<file path="config.mk">
export PLATFORM = sky130hd
export DESIGN_NAME = addr_latch_mapper
export DESIGN_NICKNAME = d
export VERILOG_FILES = /design/src/rtl/alb_pkg.sv /design/src/rtl/alb_latch.sv /design/src/rtl/alb_decode.sv /design/src/rtl/alb_xlate.sv /design/src/rtl/addr_latch_mapper.sv
export SDC_FILE = /design/constraint.sdc
export NUM_CORES = 1
export LEC_CHECK = 0
export ABC_CLOCK_PERIOD_IN_PS = 3600
export BUFFER_PORTS_ARGS = -buffer_cell sky130_fd_sc_hd__buf_2
export CAP_MARGIN = 10
export CORE_ASPECT_RATIO = 1.4
export CORE_UTILIZATION = 40
export CTS_CLUSTER_DIAMETER = 150
export CTS_CLUSTER_SIZE = 16
export DETAILED_ROUTE_END_ITERATION = 6
export GPL_TIMING_DRIVEN = 0
export PLACE_DENSITY = 0.69
export SETUP_SLACK_MARGIN = 0.3
export SLEW_MARGIN = 20
export SYNTH_ARGS = -nofsm -noshare
export SYNTH_HDL_FRONTEND = slang
export SYNTH_HIERARCHICAL = 1
export SYNTH_SLANG_ARGS = --single-unit
</file>
<file path="constraint.sdc">
create_clock -name clk -period 3.6 [get_ports clk]
set_input_delay 0.18 -clock clk [delete_from_list [all_inputs] [get_ports clk]]
set_output_delay 0.18 -clock clk [all_outputs]
set_load 0.01 [all_outputs]
</file>
<file path="src/rtl/alb_pkg.sv">
package alb_pkg;
  // Latch bit that picks the 16 KB layout.
  localparam int MODE16_BIT = 6;
  // Latch bit that picks horizontal nametable arrangement.
  localparam int MIRROR_BIT = 7;
  // Latch bit that opens the low 8 KB ROM window (32 KB layout only).
  localparam int WIN_BIT    = 11;
  // Offset bits inside a 16 KB and an 8 KB page.
  localparam int PAGE16_OFS = 14;
  localparam int PAGE8_OFS  = 13;

  typedef enum logic {
    PRG_32K = 1'b0,
    PRG_16K = 1'b1
  } prg_mode_e;
endpackage

</file>
<file path="src/rtl/alb_latch.sv">
module alb_latch #(
  parameter int AW = 16
) (
  input  logic          clk,
  input  logic          rst,
  input  logic          wr,
  input  logic [AW-1:0] addr,
  output logic [AW-1:0] latch_q
);
  // Only writes into the upper half of the CPU space reach the latch.
  logic hit_upper;
  assign hit_upper = wr & addr[AW-1];

  always_ff @(posedge clk) begin
    if (rst) begin
      latch_q <= '0;
    end else if (hit_upper) begin
      latch_q <= addr;
    end
  end
endmodule

</file>
<file path="src/rtl/alb_decode.sv">
module alb_decode
  import alb_pkg::*;
#(
  parameter int AW     = 16,
  parameter int BANK_W = 6,
  parameter int WIN_W  = 6
) (
  input  logic [AW-1:0]     latch_i,
  output prg_mode_e         mode_o,
  output logic [BANK_W-1:0] lo_bank_o,
  output logic [BANK_W-1:0] hi_bank_o,
  output logic              win_en_o,
  output logic [WIN_W-1:0]  win_bank_o,
  output logic              mirror_o
);
  logic [BANK_W-1:0] bank16;
  logic [BANK_W-2:0] bank32;

  assign mode_o = latch_i[MODE16_BIT] ? PRG_16K : PRG_32K;
  // 16 KB number uses one bit fewer than the output width.
  assign bank16 = {1'b0, latch_i[BANK_W-2:0]};
  // 32 KB number drops latch bit 0.
  assign bank32 = latch_i[BANK_W-1:1];

  always_comb begin
    if (mode_o == PRG_16K) begin
      lo_bank_o = bank16;
      hi_bank_o = bank16;
    end else begin
      lo_bank_o = {bank32, 1'b0};
      hi_bank_o = {bank32, 1'b1};
    end
  end

  assign win_en_o   = (mode_o == PRG_32K) & latch_i[WIN_BIT];
  assign win_bank_o = {latch_i[WIN_W-2:1], 2'b11};
  assign mirror_o   = latch_i[MIRROR_BIT];
endmodule

</file>
<file path="src/rtl/alb_xlate.sv">
module alb_xlate
  import alb_pkg::*;
#(
  parameter int AW     = 16,
  parameter int BANK_W = 6,
  parameter int WIN_W  = 6,
  parameter int ROM_AW = BANK_W + PAGE16_OFS
) (
  input  logic              clk,
  input  logic              rst,
  input  logic [AW-1:0]     addr,
  input  logic [BANK_W-1:0] lo_bank,
  input  logic [BANK_W-1:0] hi_bank,
  input  logic              win_en,
  input  logic [WIN_W-1:0]  win_bank,
  output logic [ROM_AW-1:0] rom_addr_q,
  output logic              rom_hit_q
);
  localparam logic [2:0] LOW_WIN_TAG = 3'b011;

  logic              in_upper;
  logic              in_window;
  logic [BANK_W-1:0] half_bank;
  logic [ROM_AW-1:0] rom_addr_d;
  logic              rom_hit_d;

  assign in_upper  = addr[AW-1];
  assign in_window = (addr[AW-1:AW-3] == LOW_WIN_TAG) & win_en;
  assign half_bank = addr[PAGE16_OFS] ? hi_bank : lo_bank;

  always_comb begin
    rom_addr_d = '0;
    rom_hit_d  = 1'b0;
    if (in_upper) begin
      rom_addr_d = {half_bank, addr[PAGE16_OFS-1:0]};
      rom_hit_d  = 1'b1;
    end else if (in_window) begin
      rom_addr_d = ROM_AW'({win_bank, addr[PAGE8_OFS-1:0]});
      rom_hit_d  = 1'b1;
    end
  end

  always_ff @(posedge clk) begin
    if (rst) begin
      rom_addr_q <= '0;
      rom_hit_q  <= 1'b0;
    end else begin
      rom_addr_q <= rom_addr_d;
      rom_hit_q  <= rom_hit_d;
    end
  end
endmodule

</file>
<file path="src/rtl/addr_latch_mapper.sv">
module addr_latch_mapper
  import alb_pkg::*;
#(
  parameter int CPU_AW = 16,
  parameter int BANK_W = 6,
  parameter int WIN_W  = 6,
  parameter int CHR_W  = 8,
  parameter int ROM_AW = BANK_W + 14
) (
  input  logic              clk,
  input  logic              rst,
  input  logic [CPU_AW-1:0] cpu_addr,
  input  logic              cpu_wr,
  output logic [BANK_W-1:0] prg_lo_bank,
  output logic [BANK_W-1:0] prg_hi_bank,
  output logic              win_en,
  output logic [WIN_W-1:0]  win_bank,
  output logic [CHR_W-1:0]  chr_bank,
  output logic              mirror_horiz,
  output logic [ROM_AW-1:0] rom_addr,
  output logic              rom_hit
);
  localparam logic [BANK_W-1:0] RST_LO = '0;
  localparam logic [BANK_W-1:0] RST_HI = BANK_W'(1);
  localparam logic [WIN_W-1:0]  RST_WB = WIN_W'(3);

  logic [CPU_AW-1:0] latch_q;
  prg_mode_e         mode_c;
  logic [BANK_W-1:0] lo_c, hi_c;
  logic              win_en_c;
  logic [WIN_W-1:0]  win_bank_c;
  logic              mirror_c;

  alb_latch #(.AW(CPU_AW)) u_latch (
    .clk     (clk),
    .rst     (rst),
    .wr      (cpu_wr),
    .addr    (cpu_addr),
    .latch_q (latch_q)
  );

  alb_decode #(.AW(CPU_AW), .BANK_W(BANK_W), .WIN_W(WIN_W)) u_dec (
    .latch_i    (latch_q),
    .mode_o     (mode_c),
    .lo_bank_o  (lo_c),
    .hi_bank_o  (hi_c),
    .win_en_o   (win_en_c),
    .win_bank_o (win_bank_c),
    .mirror_o   (mirror_c)
  );

  alb_xlate #(.AW(CPU_AW), .BANK_W(BANK_W), .WIN_W(WIN_W), .ROM_AW(ROM_AW)) u_xlate (
    .clk        (clk),
    .rst        (rst),
    .addr       (cpu_addr),
    .lo_bank    (lo_c),
    .hi_bank    (hi_c),
    .win_en     (win_en_c),
    .win_bank   (win_bank_c),
    .rom_addr_q (rom_addr),
    .rom_hit_q  (rom_hit)
  );

  // Output register stage; reset values equal the decode of an empty latch.
  always_ff @(posedge clk) begin
    if (rst) begin
      prg_lo_bank  <= RST_LO;
      prg_hi_bank  <= RST_HI;
      win_en       <= 1'b0;
      win_bank     <= RST_WB;
      chr_bank     <= '0;
      mirror_horiz <= 1'b0;
    end else begin
      prg_lo_bank  <= lo_c;
      prg_hi_bank  <= hi_c;
      win_en       <= win_en_c;
      win_bank     <= win_bank_c;
      chr_bank     <= '0;
      mirror_horiz <= mirror_c;
    end
  end
endmodule

</file>
# Word-level counts from Yosys, hierarchy flattened
# Cells that the tools add are included.
# classes
n_mux	8
bitwise_logic	4
n_eq_ne	1
# ops
cell	n
two-way mux 20 bit	1
two-way mux 19 bit	1
two-way mux 6 bit	3
bitwise AND 1 bit	3
equality test 3 x 2 -> 1 bit (second input constant)	1
two-way mux 1 bit	3
inverter 1 bit	1
# word_totals
word_cells	22
input_bits	19
register_bits	53
output_inout_bits	49

# Longest topological paths before layout
# logic_depth
ltp_word	6
mapped_depth	4
mapped_depth_nobuf	3

# By module
# The synthesis kept the hierarchy.
# by_module_without_submodules
module	instances	area_each_um2	cells_per_inst	seq_area_each_um2
alb_xlate	1	795.8	62	420.4
alb_latch	1	720.7	71	320.3
addr_latch_mapper	1	605.6	51	400.4
alb_decode	1	156.4	22	0.0

# Least setup slack after synthesis
# No wires, ideal clock.
# synth_timing
kind	reg2reg
from	reg u_latch.latch_q[6]
to	reg u_xlate.rom_addr_q[1]
arrival_ps	1147
slack_ps	2380
stages_incl_launch_ff	5
synth_period_minus_slack_ps	1220
setup_time_ps	73
required_ps	3527
n_path_buf	1
cell_sequence	dfxtp_1 > nor2b_1 > a31oi_4 > buf_6 > nor3b_2
# synth_via
elab_chain_len	6
# synth_rtl
element	line_no	source
start: declaration	alb_latch.sv:8	output logic [AW-1:0] latch_q
start signal: assignment	alb_latch.sv:18	latch_q <= addr;
two-way mux 1 bit	alb_decode.sv:19	assign mode_o = latch_i[MODE16_BIT] ? PRG_16K : PRG_32K;
inverter 1 bit	alb_decode.sv:35	assign win_en_o = (mode_o == PRG_32K) & latch_i[WIN_BIT];
bitwise AND 1 bit	alb_decode.sv:35	
net win_en_c	addr_latch_mapper.sv:30	logic win_en_c;
bitwise AND 1 bit	alb_xlate.sv:28	assign in_window = (addr[AW-1:AW-3] == LOW_WIN_TAG) & win_en;
two-way mux 19 bit	alb_xlate.sv:37	end else if (in_window) begin
two-way mux 20 bit	alb_xlate.sv:34	if (in_upper) begin
end signal: assignment	alb_xlate.sv:48	rom_addr_q <= rom_addr_d;
end: declaration	alb_xlate.sv:16	output logic [ROM_AW-1:0] rom_addr_q,
# The timed path passes the listed nets, and every way through them passes these cells.
# A chain may end at the register's enable or synchronous reset.

# Worst setup path in the final report
# layout_timing
from	reg u_latch.latch_q[6]
to	reg u_xlate.rom_addr_q[5]
# The elaborated chain is that of the path after synthesis.

==> run_results.csv <==
group,metric,value,unit
critical_path,r2r_start,"u_latch/latch_q[6]$_SDFFE_PP0P_",
synthesis,syn_area,1987,sq um
sta,max_freq,0.7128,GHz
critical_path,worst_ep_required_time,3.83,ns
floorplanning,num_rows,30,
critical_path,worstSetupEndpointType,"flip-flop",
grt,grt_max_degree,14,
grt,antenna_found_initial,0,
min_path,hold_class,"input pin to flip-flop",
sta,maxSlewHeadroom,66.03,%
clock_network,htreeDepth,2,
run_status,outcome,"finished clean",
critical_path,path_class,"flip-flop to flip-flop",
critical_path,cp-startpoint,"u_latch/latch_q[6]$_SDFFE_PP0P_",
grt,grt_pass1_wl,5513,microns
sta,period_share,38.97,%
cells_and_area,diodes,0,
grt,grt_pass1_vias,1246,
route,wire_per_inst,10.75,microns
synthesis,syn-instance-count,178,
sta,finalSetupViolCount,0,
floorplanning,io_pins,68,
critical_path,regToRegSetupSlack,2.20,ns
cells_and_area,syn2layout_area_growth,23.24,%
sta,hold_violations,0,
clock_network,clockBufferDepth,2,
route,vias_per_cell,4.272,
grt,track_usage,14.72,%
clock_network,post_cts_buffers,0,
critical_path,r2r_cells,4,
critical_path,reg2reg_to,"u_xlate/rom_addr_q[5]$_SDFF_PP0_",
clock_network,clk_latency,0.29,ns
floorplanning,dieArea,5257,sq um
power,leakagePower,0.001171,uW
grt,overflow,0,
sta,rsz0062_at_grt,"no",
clock_network,cts-root-buf,"clkbuf_8",
floorplanning,die_y,85.39,microns
critical_path,start_kind,"flip-flop",
critical_path,crit_path_end,"u_xlate/rom_addr_q[5]$_SDFF_PP0_",
synthesis,yosys_warnings,6,
sta,skew,0.008982,ns
sta,setup_tns,0,ns
route,drc,0,
place,gp_congestion,0.7685,
floorplanning,initial_core_util,41.35,%
critical_path,cp_max_fo,10,
route,ant_nets,0,
cells_and_area,final_nets,267,
place,dp.cells,305,
place,dp_hpwl,2572,microns
cells_and_area,drive_gt1_share,46.37,%
route,drt-pass1-iter-count,4,
sta,fin_crit,1.403,ns
cells_and_area,instances_no_fill,312,
clock_network,cts_made_buffers,5,
place,io_buffer_count,55,
clock_network,numClockSinks,50,
critical_path,critPathArrivalTime,1.63,ns
sta,worst_pin_slew,0.5085,ns
power,ir_drop,0.2483,mV
power,powerDensity,407.2,nW/um^2
route,drt_wl_total,3353,microns
clock_network,post_cts_resized,0,
clock_network,cts_tree,"yes",
clock_network,ctsHoldBuffers,0,
clock_network,path_clk_slew,0.08,ns
flow_run,drv_cap,0,
floorplanning,core,4805,sq um
floorplanning,fp.dieW,61.57,microns
route,dr_total_vias,1333,
synthesis,syn_avg_cell_area,11.16,sq um
route,initialDrtViolationCount,28,
sta,slew_viol_final,0,
==> cells in the final DEF (no fill, tap or decap), types with 2 or more instances in the layout <==
| cell | n |
|---|---|
| nor3b_2 | 9 |
| buf_2 | 62 |
| buf_4 | 26 |
| or2_1 | 3 |
| nor2b_1 | 19 |
| a21oi_2 | 5 |
| nand2b_1 | 2 |
| buf_6 | 5 |
| o32ai_1 | 5 |
| clkbuf_1 | 2 |
| a21oi_1 | 4 |
| dfxtp_1 | 50 |
| nand3_1 | 9 |
| a21bo_1 | 9 |
| inv_1 | 5 |
| nor3b_1 | 5 |
| mux2i_1 | 6 |
| conb_1 | 10 |
| clkbuf_8 | 5 |
| nor2_1 | 2 |
==> worst min path at each step <==
stage / from / cells after the start / end / slack, ns
2_1_floorplan: cpu_addr[1] / 1 / u_xlate/rom_addr_q[1]$_SDFF_PP0_ / 0.34
3_3_place_gp: rst / 2 / prg_hi_bank[3]$_SDFF_PP0_ / 0.39
6_report: rst / 2 / prg_hi_bank[2]$_SDFF_PP0_ / 0.08
4_1_cts: rst / 2 / prg_hi_bank[2]$_SDFF_PP0_ / 0.07
5_1_grt: rst / 2 / prg_hi_bank[2]$_SDFF_PP0_ / 0.06
3_5_place_dp: rst / 2 / prg_hi_bank[2]$_SDFF_PP0_ / 0.39
==> flip-flops by register name, summed over array words and instances, names as in the netlist <==
| signal | cells |
|---|---|
| win_bank | 6 |
| mirror_horiz | 1 |
| u_latch/latch_q | 9 |
| prg_lo_bank | 6 |
| u_xlate/rom_hit_q | 1 |
| win_en | 1 |
| prg_hi_bank | 6 |
| u_xlate/rom_addr_q | 20 |
==> layer usage <==
metal	routed length, microns	vias up	part of all wire [%]	global-route usage, %
met2	1704	48	51	23.66
met5	0	-	0	0
met4	57	0	1.7	7.273
li1	-	688	-	-
met1	1359	591	41	16.76
met3	230	6	6.9	5.183
==> critical path, stage by stage, from the launching register on <==
cell     delay (ns)
dfxtp_1        0.36
nor2b_1        0.43
a31oi_4        0.20
buf_6          0.20
nor3b_2        0.14
==> layout make-up <==
| cell class | instances | area [sq um] |
|---|---|---|
| Clock buffer | 7 | 76.32 |
| Sequential cell | 50 | 1001 |
| Inverter | 5 | 18.77 |
| Buffer | 39 | 291.5 |
| Multi-Input combinational cell | 92 | 705.7 |
| Timing Repair Buffer | 55 | 275.3 |
| Tap cell | 64 | 80.08 |
| Fill cell | 484 | 2356 |
==> through the flow <==
step | power (uW) | setup WS (ns) | utilization, % | hold WS (ns) | instance area [sq um]
6_report | 997.2 | 2.197 | 50.96 | 0.08129 | 2449
5_1_grt | 1049 | 2.053 | 50.96 | 0.05999 | 2449
4_1_cts | 1010 | 2.174 | 50.96 | 0.07203 | 2449
3_5_place_dp | 715.2 | 2.192 | 49.38 | 0.3920 | 2372
3_3_place_gp | 713.7 | 2.193 | 49.38 | 0.3921 | 2372
2_1_floorplan | 679.9 | 2.392 | - | 0.3371 | 2017
==> power by group <==
part | leakage, uW | total [uW] | switching, uW | internal (uW)
clock | 0.0000383 | 296 | 162 | 134
combinational | 0.000725 | 122 | 59.0 | 63.2
sequential | 0.000408 | 579 | 6.75 | 572
Power figures use the tool's default switching activity.
